`src/rtl/idata_pkg.sv`:
```
package idata_pkg;
  typedef enum logic [2:0] {
    MD_NONE = 3'd0,
    MD_DIR  = 3'd1,
    MD_REG  = 3'd2,
    MD_IND  = 3'd3,
    MD_PUSH = 3'd4,
    MD_POP  = 3'd5
  } mode_e;

  localparam int unsigned DW        = 8;
  localparam int unsigned BANK_W    = 2;
  localparam int unsigned REG_SEL_W = 3;

  localparam logic [DW-1:0] SFR_SP  = 8'h81;
  localparam logic [DW-1:0] SFR_PSW = 8'hD0;
  localparam logic [DW-1:0] SFR_ACC = 8'hE0;
  localparam logic [DW-1:0] SFR_B   = 8'hF0;
endpackage

```
`src/rtl/idata_addr_map.sv`:
```
module idata_addr_map
  import idata_pkg::*;
#(
  parameter int unsigned RAM_BYTES = 128
) (
  input  mode_e               mode,
  input  logic [DW-1:0]       op_addr,
  input  logic [BANK_W-1:0]   bank,
  input  logic [DW-1:0]       ptr0,
  input  logic [DW-1:0]       ptr1,
  input  logic [DW-1:0]       sp,
  output logic [DW-1:0]       tgt,
  output logic                tgt_ram,
  output logic                tgt_sfr
);
  localparam logic [DW:0] RAM_LIMIT = (DW+1)'(RAM_BYTES);
  localparam int unsigned PAD_W = DW - BANK_W - REG_SEL_W;

  logic in_ram;
  assign in_ram = {1'b0, tgt} < RAM_LIMIT;

  always_comb begin
    tgt     = '0;
    tgt_ram = 1'b0;
    tgt_sfr = 1'b0;
    case (mode)
      MD_DIR: begin
        tgt     = op_addr;
        tgt_ram = in_ram && !op_addr[DW-1];
        tgt_sfr = op_addr[DW-1];
      end
      MD_REG: begin
        tgt     = {{PAD_W{1'b0}}, bank, op_addr[REG_SEL_W-1:0]};
        tgt_ram = in_ram;
      end
      MD_IND: begin
        tgt     = op_addr[0] ? ptr1 : ptr0;
        tgt_ram = in_ram;
      end
      MD_PUSH: begin
        tgt     = sp + 8'd1;
        tgt_ram = in_ram;
      end
      MD_POP: begin
        tgt     = sp;
        tgt_ram = in_ram;
      end
      default: ;
    endcase
  end
endmodule

```
`src/rtl/idata_ram.sv`:
```
module idata_ram
  import idata_pkg::*;
#(
  parameter int unsigned DEPTH = 128
) (
  input  logic          clk,
  input  logic          we,
  input  logic [DW-1:0] waddr,
  input  logic [DW-1:0] wdata,
  input  logic [DW-1:0] raddr,
  output logic [DW-1:0] rdata,
  input  logic [DW-1:0] p0addr,
  output logic [DW-1:0] p0data,
  input  logic [DW-1:0] p1addr,
  output logic [DW-1:0] p1data
);
  localparam int unsigned AW = $clog2(DEPTH);
  localparam logic [DW:0] LIMIT = (DW+1)'(DEPTH);

  logic [DW-1:0] mem [DEPTH];

  logic wr_ok;
  assign wr_ok = we && ({1'b0, waddr} < LIMIT);

  always_ff @(posedge clk) begin
    if (wr_ok) mem[waddr[AW-1:0]] <= wdata;
  end

  assign rdata  = ({1'b0, raddr}  < LIMIT) ? mem[raddr[AW-1:0]]  : '0;
  assign p0data = ({1'b0, p0addr} < LIMIT) ? mem[p0addr[AW-1:0]] : '0;
  assign p1data = ({1'b0, p1addr} < LIMIT) ? mem[p1addr[AW-1:0]] : '0;
endmodule

```
`src/rtl/idata_sfr.sv`:
```
module idata_sfr
  import idata_pkg::*;
#(
  parameter logic [7:0] SP_RESET = 8'h07
) (
  input  logic              clk,
  input  logic              rst_n,
  input  logic              we,
  input  logic [DW-1:0]     waddr,
  input  logic [DW-1:0]     wdata,
  input  logic [DW-1:0]     raddr,
  output logic [DW-1:0]     rdata,
  input  logic              push,
  input  logic              pop,
  output logic [DW-1:0]     sp,
  output logic [DW-1:0]     psw,
  output logic [BANK_W-1:0] bank
);
  logic [DW-1:0] sp_q, sp_d, acc_q, acc_d, b_q, b_d;
  logic [DW-1:1] psw_q, psw_d;
  logic          sp_en, acc_en, b_en, psw_en;

  always_comb begin
    sp_en  = push || pop || (we && waddr == SFR_SP);
    acc_en = we && waddr == SFR_ACC;
    b_en   = we && waddr == SFR_B;
    psw_en = we && waddr == SFR_PSW;
    if (push)     sp_d = sp_q + 8'd1;
    else if (pop) sp_d = sp_q - 8'd1;
    else          sp_d = wdata;
    acc_d = wdata;
    b_d   = wdata;
    psw_d = wdata[DW-1:1];
  end

  always_ff @(posedge clk or negedge rst_n) begin
    if (!rst_n) begin
      sp_q  <= SP_RESET;
      acc_q <= '0;
      b_q   <= '0;
      psw_q <= '0;
    end else begin
      if (sp_en)  sp_q  <= sp_d;
      if (acc_en) acc_q <= acc_d;
      if (b_en)   b_q   <= b_d;
      if (psw_en) psw_q <= psw_d;
    end
  end

  assign sp   = sp_q;
  assign psw  = {psw_q, ^acc_q};
  assign bank = psw_q[4:3];

  always_comb begin
    case (raddr)
      SFR_SP:  rdata = sp_q;
      SFR_PSW: rdata = psw;
      SFR_ACC: rdata = acc_q;
      SFR_B:   rdata = b_q;
      default: rdata = '0;
    endcase
  end

  // push moves the pointer up by one
  a_r6_push_incr: assert property (@(posedge clk) disable iff (!rst_n)
    push |=> sp_q == $past(sp_q) + 8'd1);
  // pop moves the pointer down by one
  a_r7_pop_decr: assert property (@(posedge clk) disable iff (!rst_n)
    pop |=> sp_q == $past(sp_q) - 8'd1);
  // pointer starts from its reset value
  a_r8_sp_reset: assert property (@(posedge clk) disable iff (!rst_n)
    $rose(rst_n) |-> sp_q == SP_RESET);
endmodule

```
`src/rtl/idata_space.sv`:
```
module idata_space
  import idata_pkg::*;
#(
  parameter int unsigned RAM_BYTES = 128,
  parameter logic [7:0]  SP_RESET  = 8'h07
) (
  input  logic       clk,
  input  logic       rst_n,
  input  logic [2:0] acc_mode,
  input  logic [7:0] op_addr,
  input  logic       wr_en,
  input  logic [7:0] wr_data,
  output logic [7:0] rd_data,
  output logic [7:0] psw_out
);
  logic [1:0] rst_sync;
  logic       rst_q;

  always_ff @(posedge clk or negedge rst_n) begin
    if (!rst_n) rst_sync <= 2'b00;
    else        rst_sync <= {rst_sync[0], 1'b1};
  end
  assign rst_q = rst_sync[1];

  mode_e             md;
  logic [DW-1:0]     tgt, sp, ram_rd, sfr_rd, ptr0, ptr1;
  logic [BANK_W-1:0] bank;
  logic              tgt_ram, tgt_sfr, ram_we, sfr_we, rd_en, data_op;
  logic [DW-1:0]     p0addr, p1addr;

  assign md = mode_e'(acc_mode);
  assign p0addr = {3'b000, bank, 3'b000};
  assign p1addr = {3'b000, bank, 3'b001};

  idata_addr_map #(.RAM_BYTES(RAM_BYTES)) u_map (
    .mode(md), .op_addr(op_addr), .bank(bank), .ptr0(ptr0), .ptr1(ptr1),
    .sp(sp), .tgt(tgt), .tgt_ram(tgt_ram), .tgt_sfr(tgt_sfr)
  );

  always_comb begin
    data_op = (md == MD_DIR) || (md == MD_REG) || (md == MD_IND);
    rd_en   = data_op || (md == MD_POP);
    ram_we  = tgt_ram && ((wr_en && data_op) || (md == MD_PUSH));
    sfr_we  = tgt_sfr && wr_en && (md == MD_DIR);
    if (!rd_en)       rd_data = '0;
    else if (tgt_ram) rd_data = ram_rd;
    else if (tgt_sfr) rd_data = sfr_rd;
    else              rd_data = '0;
  end

  idata_ram #(.DEPTH(RAM_BYTES)) u_ram (
    .clk(clk), .we(ram_we), .waddr(tgt), .wdata(wr_data),
    .raddr(tgt), .rdata(ram_rd),
    .p0addr(p0addr), .p0data(ptr0), .p1addr(p1addr), .p1data(ptr1)
  );

  idata_sfr #(.SP_RESET(SP_RESET)) u_sfr (
    .clk(clk), .rst_n(rst_q), .we(sfr_we), .waddr(tgt), .wdata(wr_data),
    .raddr(tgt), .rdata(sfr_rd), .push(md == MD_PUSH), .pop(md == MD_POP),
    .sp(sp), .psw(psw_out), .bank(bank)
  );

  // SFR-window accesses never write RAM
  a_r4_sfr_no_ram: assert property (@(posedge clk) disable iff (!rst_q)
    (md == MD_DIR && op_addr[7]) |-> !ram_we);
  // pointer at or above 80h never writes RAM
  a_r5_hiptr_no_write: assert property (@(posedge clk) disable iff (!rst_q)
    (md == MD_IND && (op_addr[0] ? ptr1[7] : ptr0[7])) |-> !ram_we);
  // no-access modes return zero and write nothing
  a_r9_idle_zero: assert property (@(posedge clk) disable iff (!rst_q)
    (acc_mode == 3'd0 || acc_mode > 3'd5) |-> (rd_data == 8'h00 && !ram_we));
  // RAM write strobe only for a requested write or a push
  a_r1_we_qual: assert property (@(posedge clk) disable iff (!rst_q)
    ram_we |-> (wr_en || md == MD_PUSH));
endmodule

```
`config.mk`:
```
export PLATFORM = sky130hd
export DESIGN_NAME = idata_space
export DESIGN_NICKNAME = d
export VERILOG_FILES = /design/src/rtl/idata_pkg.sv /design/src/rtl/idata_addr_map.sv /design/src/rtl/idata_ram.sv /design/src/rtl/idata_sfr.sv /design/src/rtl/idata_space.sv
export SDC_FILE = /design/constraint.sdc
export NUM_CORES = 1
export LEC_CHECK = 0
export BUFFER_PORTS_ARGS = -buffer_cell sky130_fd_sc_hd__buf_2
export CORE_AREA = 4 4 319 321
export CTS_CLUSTER_DIAMETER = 120
export DETAILED_ROUTE_END_ITERATION = 16
export DIE_AREA = 0 0 323 325
export SYNTH_ARGS = -nofsm -noshare
export SYNTH_HDL_FRONTEND = slang
export SYNTH_SLANG_ARGS = --single-unit
```
`constraint.sdc`:
```
create_clock -name clk -period 5.7 [get_ports clk]
set_clock_uncertainty 0.15 [all_clocks]
set_input_delay 0.285 -clock clk [delete_from_list [all_inputs] [get_ports clk]]
set_output_delay 0.285 -clock clk [all_outputs]
set_load 0.03 [all_outputs]
```
==> impl_metrics.prom <==
# TYPE chip_impl_metric gauge
chip_impl_metric{name="ys_ff_latch",unit=""} 1057
chip_impl_metric{name="grt_overflow_total",unit=""} 0
chip_impl_metric{name="p_int",unit="uW"} 13400
chip_impl_metric{name="combPwrFrac",unit="%"} 13.4
chip_impl_metric{name="design_power_total",unit="uW"} 18000
chip_impl_metric{name="totalWireLength",unit="um"} 153000
chip_impl_metric{name="post_synth_net_total",unit=""} 3032
chip_impl_info{name="yosys.cell_count.top_type",value="sky130_fd_sc_hd__edfxtp_1"} 1
chip_impl_info{name="rsz_0062_raised_after_global_routing",value="true"} 1
chip_impl_metric{name="totalNegativeSetupSlack",unit="ps"} -115
chip_impl_metric{name="maximum_number_of_pins_on_one_net_before_global_route_repair",unit=""} 77
chip_impl_metric{name="tritoncts.num_buffers",unit=""} 107
chip_impl_metric{name="worst_slack",unit="ps"} -94.2
chip_impl_metric{name="crit_arrival",unit="ps"} 5360
chip_impl_metric{name="highest_achievable_clock_rate",unit="MHz"} 173
chip_impl_metric{name="clock_tree.htree_level_count",unit=""} 3
chip_impl_metric{name="vias_per_cell",unit=""} 6.60
chip_impl_metric{name="first_global_vias",unit=""} 28600
chip_impl_metric{name="synthesis.yosys.warnings",unit=""} 0
chip_impl_metric{name="synth_seq_area_share",unit="%"} 71.2
chip_impl_metric{name="post-route-drc-count",unit=""} 0
chip_impl_metric{name="clock_pin_transition_on_the_worst_setup_and_hold_timing_paths",unit="ps"} 70
chip_impl_info{name="synthDominantAreaCellType",value="sky130_fd_sc_hd__edfxtp_1"} 1
chip_impl_info{name="violations",value="negative setup slack"} 1
chip_impl_metric{name="async_flop_share",unit="%"} 3.12
chip_impl_metric{name="cts.sinks",unit=""} 1057
chip_impl_metric{name="proportion_of_total_power_due_to_net_switching",unit="%"} 25.9
chip_impl_metric{name="power.share.clock",unit="%"} 39.0
chip_impl_metric{name="pwr_density_cell",unit="nW/um^2"} 356
chip_impl_info{name="synth_commonest_cells",value="sky130_fd_sc_hd__edfxtp_1, sky130_fd_sc_hd__nand2_1, sky130_fd_sc_hd__nor2_1"} 1
chip_impl_info{name="path_class",value="reg2out"} 1
chip_impl_metric{name="dp_worst_setup_slack",unit="ps"} 148
chip_impl_metric{name="antenna_found_initial",unit=""} 2
chip_impl_metric{name="final-max-slew-violation-count",unit=""} 0
chip_impl_metric{name="route.antenna.remaining_nets",unit=""} 0
chip_impl_metric{name="groute.usage.overall",unit="%"} 28.4
chip_impl_metric{name="setup_viol_count_final",unit=""} 3
chip_impl_metric{name="cap_violations",unit=""} 0
chip_impl_metric{name="area_growth_syn_to_layout",unit="%"} 14.4
chip_impl_metric{name="sequential_share_of_power",unit="%"} 47.6
chip_impl_metric{name="detail_route.wl_per_cell",unit="um"} 33.8
chip_impl_metric{name="numPortBuffers",unit=""} 37
chip_impl_metric{name="gp_routability_congestion",unit=""} 0.961
chip_impl_info{name="synth.top_cells.by_area",value="sky130_fd_sc_hd__edfxtp_1, sky130_fd_sc_hd__mux2i_1, sky130_fd_sc_hd__nand2_1, sky130_fd_sc_hd__dfrtp_1, sky130_fd_sc_hd__nor2_1"} 1
chip_impl_metric{name="core.rowCount",unit=""} 116
chip_impl_info{name="crit_path_cell_trace",value="buf_4 > nor2_2 > a22oi_2 > a31o_4 > buf_12 > nor2_1 > buf_4 > a32oi_1 > a32o_1 > nor4_2 > buf_4 > o211ai_1 > o21ai_1 > buf_2"} 1
chip_impl_metric{name="cts_buffer_depth",unit=""} 3
chip_impl_metric{name="fp.coreArea",unit="sq um"} 99300
chip_impl_info{name="root_buffer",value="sky130_fd_sc_hd__clkbuf_16"} 1
chip_impl_info{name="clock_tree_from_tritoncts",value="built"} 1
chip_impl_metric{name="detail_route.iter0.violations",unit=""} 4492
chip_impl_metric{name="place.detailed.hpwl",unit="um"} 97100
chip_impl_metric{name="timing_worst_slew_pin_value",unit="ps"} 1130
chip_impl_info{name="run_status",value="complete, but fails checks"} 1
chip_impl_metric{name="final_net_count",unit=""} 3160
chip_impl_metric{name="die_h",unit="um"} 325
chip_impl_metric{name="critPathMaxStageDelay",unit="ps"} 550
chip_impl_metric{name="total_leakage_power",unit="uW"} 0.0164
chip_impl_metric{name="synth_enable_flop_cells",unit=""} 1024
chip_impl_info{name="critical-path-slowest-cell",value="sky130_fd_sc_hd__dfrtp_1"} 1
chip_impl_metric{name="net-switching-power",unit="uW"} 4680
chip_impl_metric{name="critPathMaxFanout",unit=""} 52
chip_impl_metric{name="fillCellCount",unit=""} 8312
chip_impl_metric{name="die_w",unit="um"} 323
chip_impl_info{name="worstSetupStartpointType",value="flip-flop"} 1
chip_impl_metric{name="die_area",unit="sq um"} 105000
chip_impl_metric{name="synth.top_cell.area_share",unit="%"} 69.3
chip_impl_info{name="yosys_most_used_dff",value="sky130_fd_sc_hd__edfxtp_1"} 1
chip_impl_metric{name="syn_area",unit="sq um"} 44300
chip_impl_metric{name="grt_first_pass_wirelength",unit="um"} 215000
chip_impl_metric{name="timing.final.hold_violations",unit=""} 0
chip_impl_metric{name="dp_cells",unit=""} 4293
chip_impl_info{name="timing.critical_path.to_type",value="output port"} 1
chip_impl_metric{name="clock_latency_on_the_worst_skew_pair",unit="ps"} 710
chip_impl_metric{name="synth.avg_cell_area",unit="sq um"} 14.7
chip_impl_metric{name="period_minus_slack",unit="ps"} 5790
chip_impl_info{name="timing.critical_path.mode_cell",value="sky130_fd_sc_hd__buf_4"} 1
chip_impl_metric{name="ir_drop",unit="uV"} 279
chip_impl_info{name="hold_path.class",value="in2reg"} 1
chip_impl_metric{name="worst_slew_margin_rel",unit="%"} 24.5
chip_impl_metric{name="stdcell_area",unit="sq um"} 50700
chip_impl_metric{name="data_required_time_at_the_worst_endpoint",unit="ps"} 5270
chip_impl_metric{name="layout-drive-gt1-share",unit="%"} 16.9
chip_impl_metric{name="syn-instance-count",unit=""} 3007
chip_impl_metric{name="routed-via-count",unit=""} 29900
chip_impl_metric{name="start_util",unit="%"} 44.7
chip_impl_metric{name="placed_cell_area",unit="sq um"} 46700
chip_impl_metric{name="ys_types",unit=""} 108
chip_impl_metric{name="design.portCount",unit=""} 38
chip_impl_metric{name="detailedRoute.firstPassIterationCount",unit=""} 5
chip_impl_metric{name="layoutNonFillerInstCount",unit=""} 4526
chip_impl_metric{name="post-route-period-util",unit="%"} 102
## power by group through the flow
stage / Clock (uW) / Combinational [uW] / Sequential (uW)
6_report: 7030 / 2420 / 8580
5_1_grt: 7410 / 2480 / 8580
4_1_cts: 7070 / 2330 / 8580
3_5_place_dp: 0 / 2250 / 8740
3_3_place_gp: 0 / 2230 / 8740
2_1_floorplan: 0 / 1210 / 8730
## metal layers
metal  up-vias  GRT usage (%)  part of all wire, %
li1      12200              -                    -
met1     15300           39.9                   39
met2      1982           43.3                   45
met3       345           6.03                   11
met4         0           11.4                  4.5
met5         -              0                    0
## metrics by stage
stage | utilization [%] | hold slack (ps)
after global placement | 47.1 | -81.4
after CTS | 50.9 | 30.6
after global routing | 51.1 | 49.2
after floorplan | - | -161
after detailed placement | 47.1 | -76.8
final | 51.1 | 27.6
## area by class of cell
| cell class | instances | area [sq um] | area share, % |
|---|---|---|---|
| Timing Repair Buffer | 242 | 2120 | 4.17 |
| Inverter | 46 | 173 | 0.341 |
| Clock buffer | 152 | 2950 | 5.82 |
| Antenna cell | 3 | 7.51 | 0.0148 |
| Tap cell | 1298 | 1620 | 3.20 |
| Clock inverter | 47 | 527 | 1.04 |
| Multi-Input combinational cell | 1681 | 11700 | 23.1 |
| Sequential cell | 1057 | 31600 | 62.3 |
## worst max-delay path: cells and delay by family, from the launching register on
family,cells,cell delay [ps]
compound gates,6,1550
buf+inv,5,1250
simple gates,3,1140
flops,1,550
## sequential cells by signal, indices dropped and copies added, names as in the netlist
name	cells
u_ram.mem	1024
u_sfr.acc_q	8
u_sfr.b_q	8
u_sfr.sp	8
u_sfr.psw_q	7
rst_sync	2
## final timing paths
path                       slack [ps]  depth (start not counted)                         end                        from
max                               -90                         14                  rd_data[6]  u_sfr.psw_q[4]$_DFFE_PN0P_
max reg2reg                      1030                         11  u_ram.mem[18][2]$_DFFE_PP_     u_sfr.sp[0]$_DFFE_PN1P_
min reg2reg                       130                          1    u_sfr.b_q[1]$_DFFE_PN0P_       rst_sync[1]$_DFF_PN0_
max in group asynchronous        4920                          1     u_sfr.sp[2]$_DFFE_PN1P_       rst_sync[1]$_DFF_PN0_
min in group asynchronous         130                          1    u_sfr.b_q[1]$_DFFE_PN0P_       rst_sync[1]$_DFF_PN0_
min                                30                          1   u_ram.mem[9][2]$_DFFE_PP_                  wr_data[2]
## logic make-up after synthesis
kind of cell             count (synthesis)  share of synthesized area [%]
flip-flops                            1057                           71.2
multiplexers                           263                           6.41
AO/OA/AOI/OAI                          707                           12.0
adder cells (fa/ha/maj)                  3                         0.0847
buffers and inverters                  270                           2.91
AND/OR/NAND/NOR                        695                           7.17
other                                    1                        0.00846
XOR/XNOR                                11                          0.217
## cell usage in the layout, fill, tap and decap left out, types with 30 or more instances in the layout
cell / instances
sky130_fd_sc_hd__buf_4: 181
sky130_fd_sc_hd__nor2_1: 195
sky130_fd_sc_hd__nor3_1: 53
sky130_fd_sc_hd__a2bb2oi_1: 30
sky130_fd_sc_hd__inv_1: 45
sky130_fd_sc_hd__o21ai_0: 76
sky130_fd_sc_hd__clkbuf_1: 38
sky130_fd_sc_hd__edfxtp_1: 1024
sky130_fd_sc_hd__nand3_1: 61
sky130_fd_sc_hd__clkbuf_16: 111
sky130_fd_sc_hd__mux2_1: 30
sky130_fd_sc_hd__mux2_2: 59
sky130_fd_sc_hd__a21oi_1: 105
sky130_fd_sc_hd__o31ai_1: 34
sky130_fd_sc_hd__o22ai_1: 76
sky130_fd_sc_hd__mux2i_1: 166
sky130_fd_sc_hd__nand2_1: 271
## repair_timing
action,4_1_cts,5_1_grt
resized for setup,17,22
pin swaps,5,6
hold buffers,4,0
gates cloned,1,2
endpoints found under the hold margin,28,0
endpoints found under the setup margin,8,7
setup buffers,21,3
No activity file was read; power rests on OpenSTA's default activity.
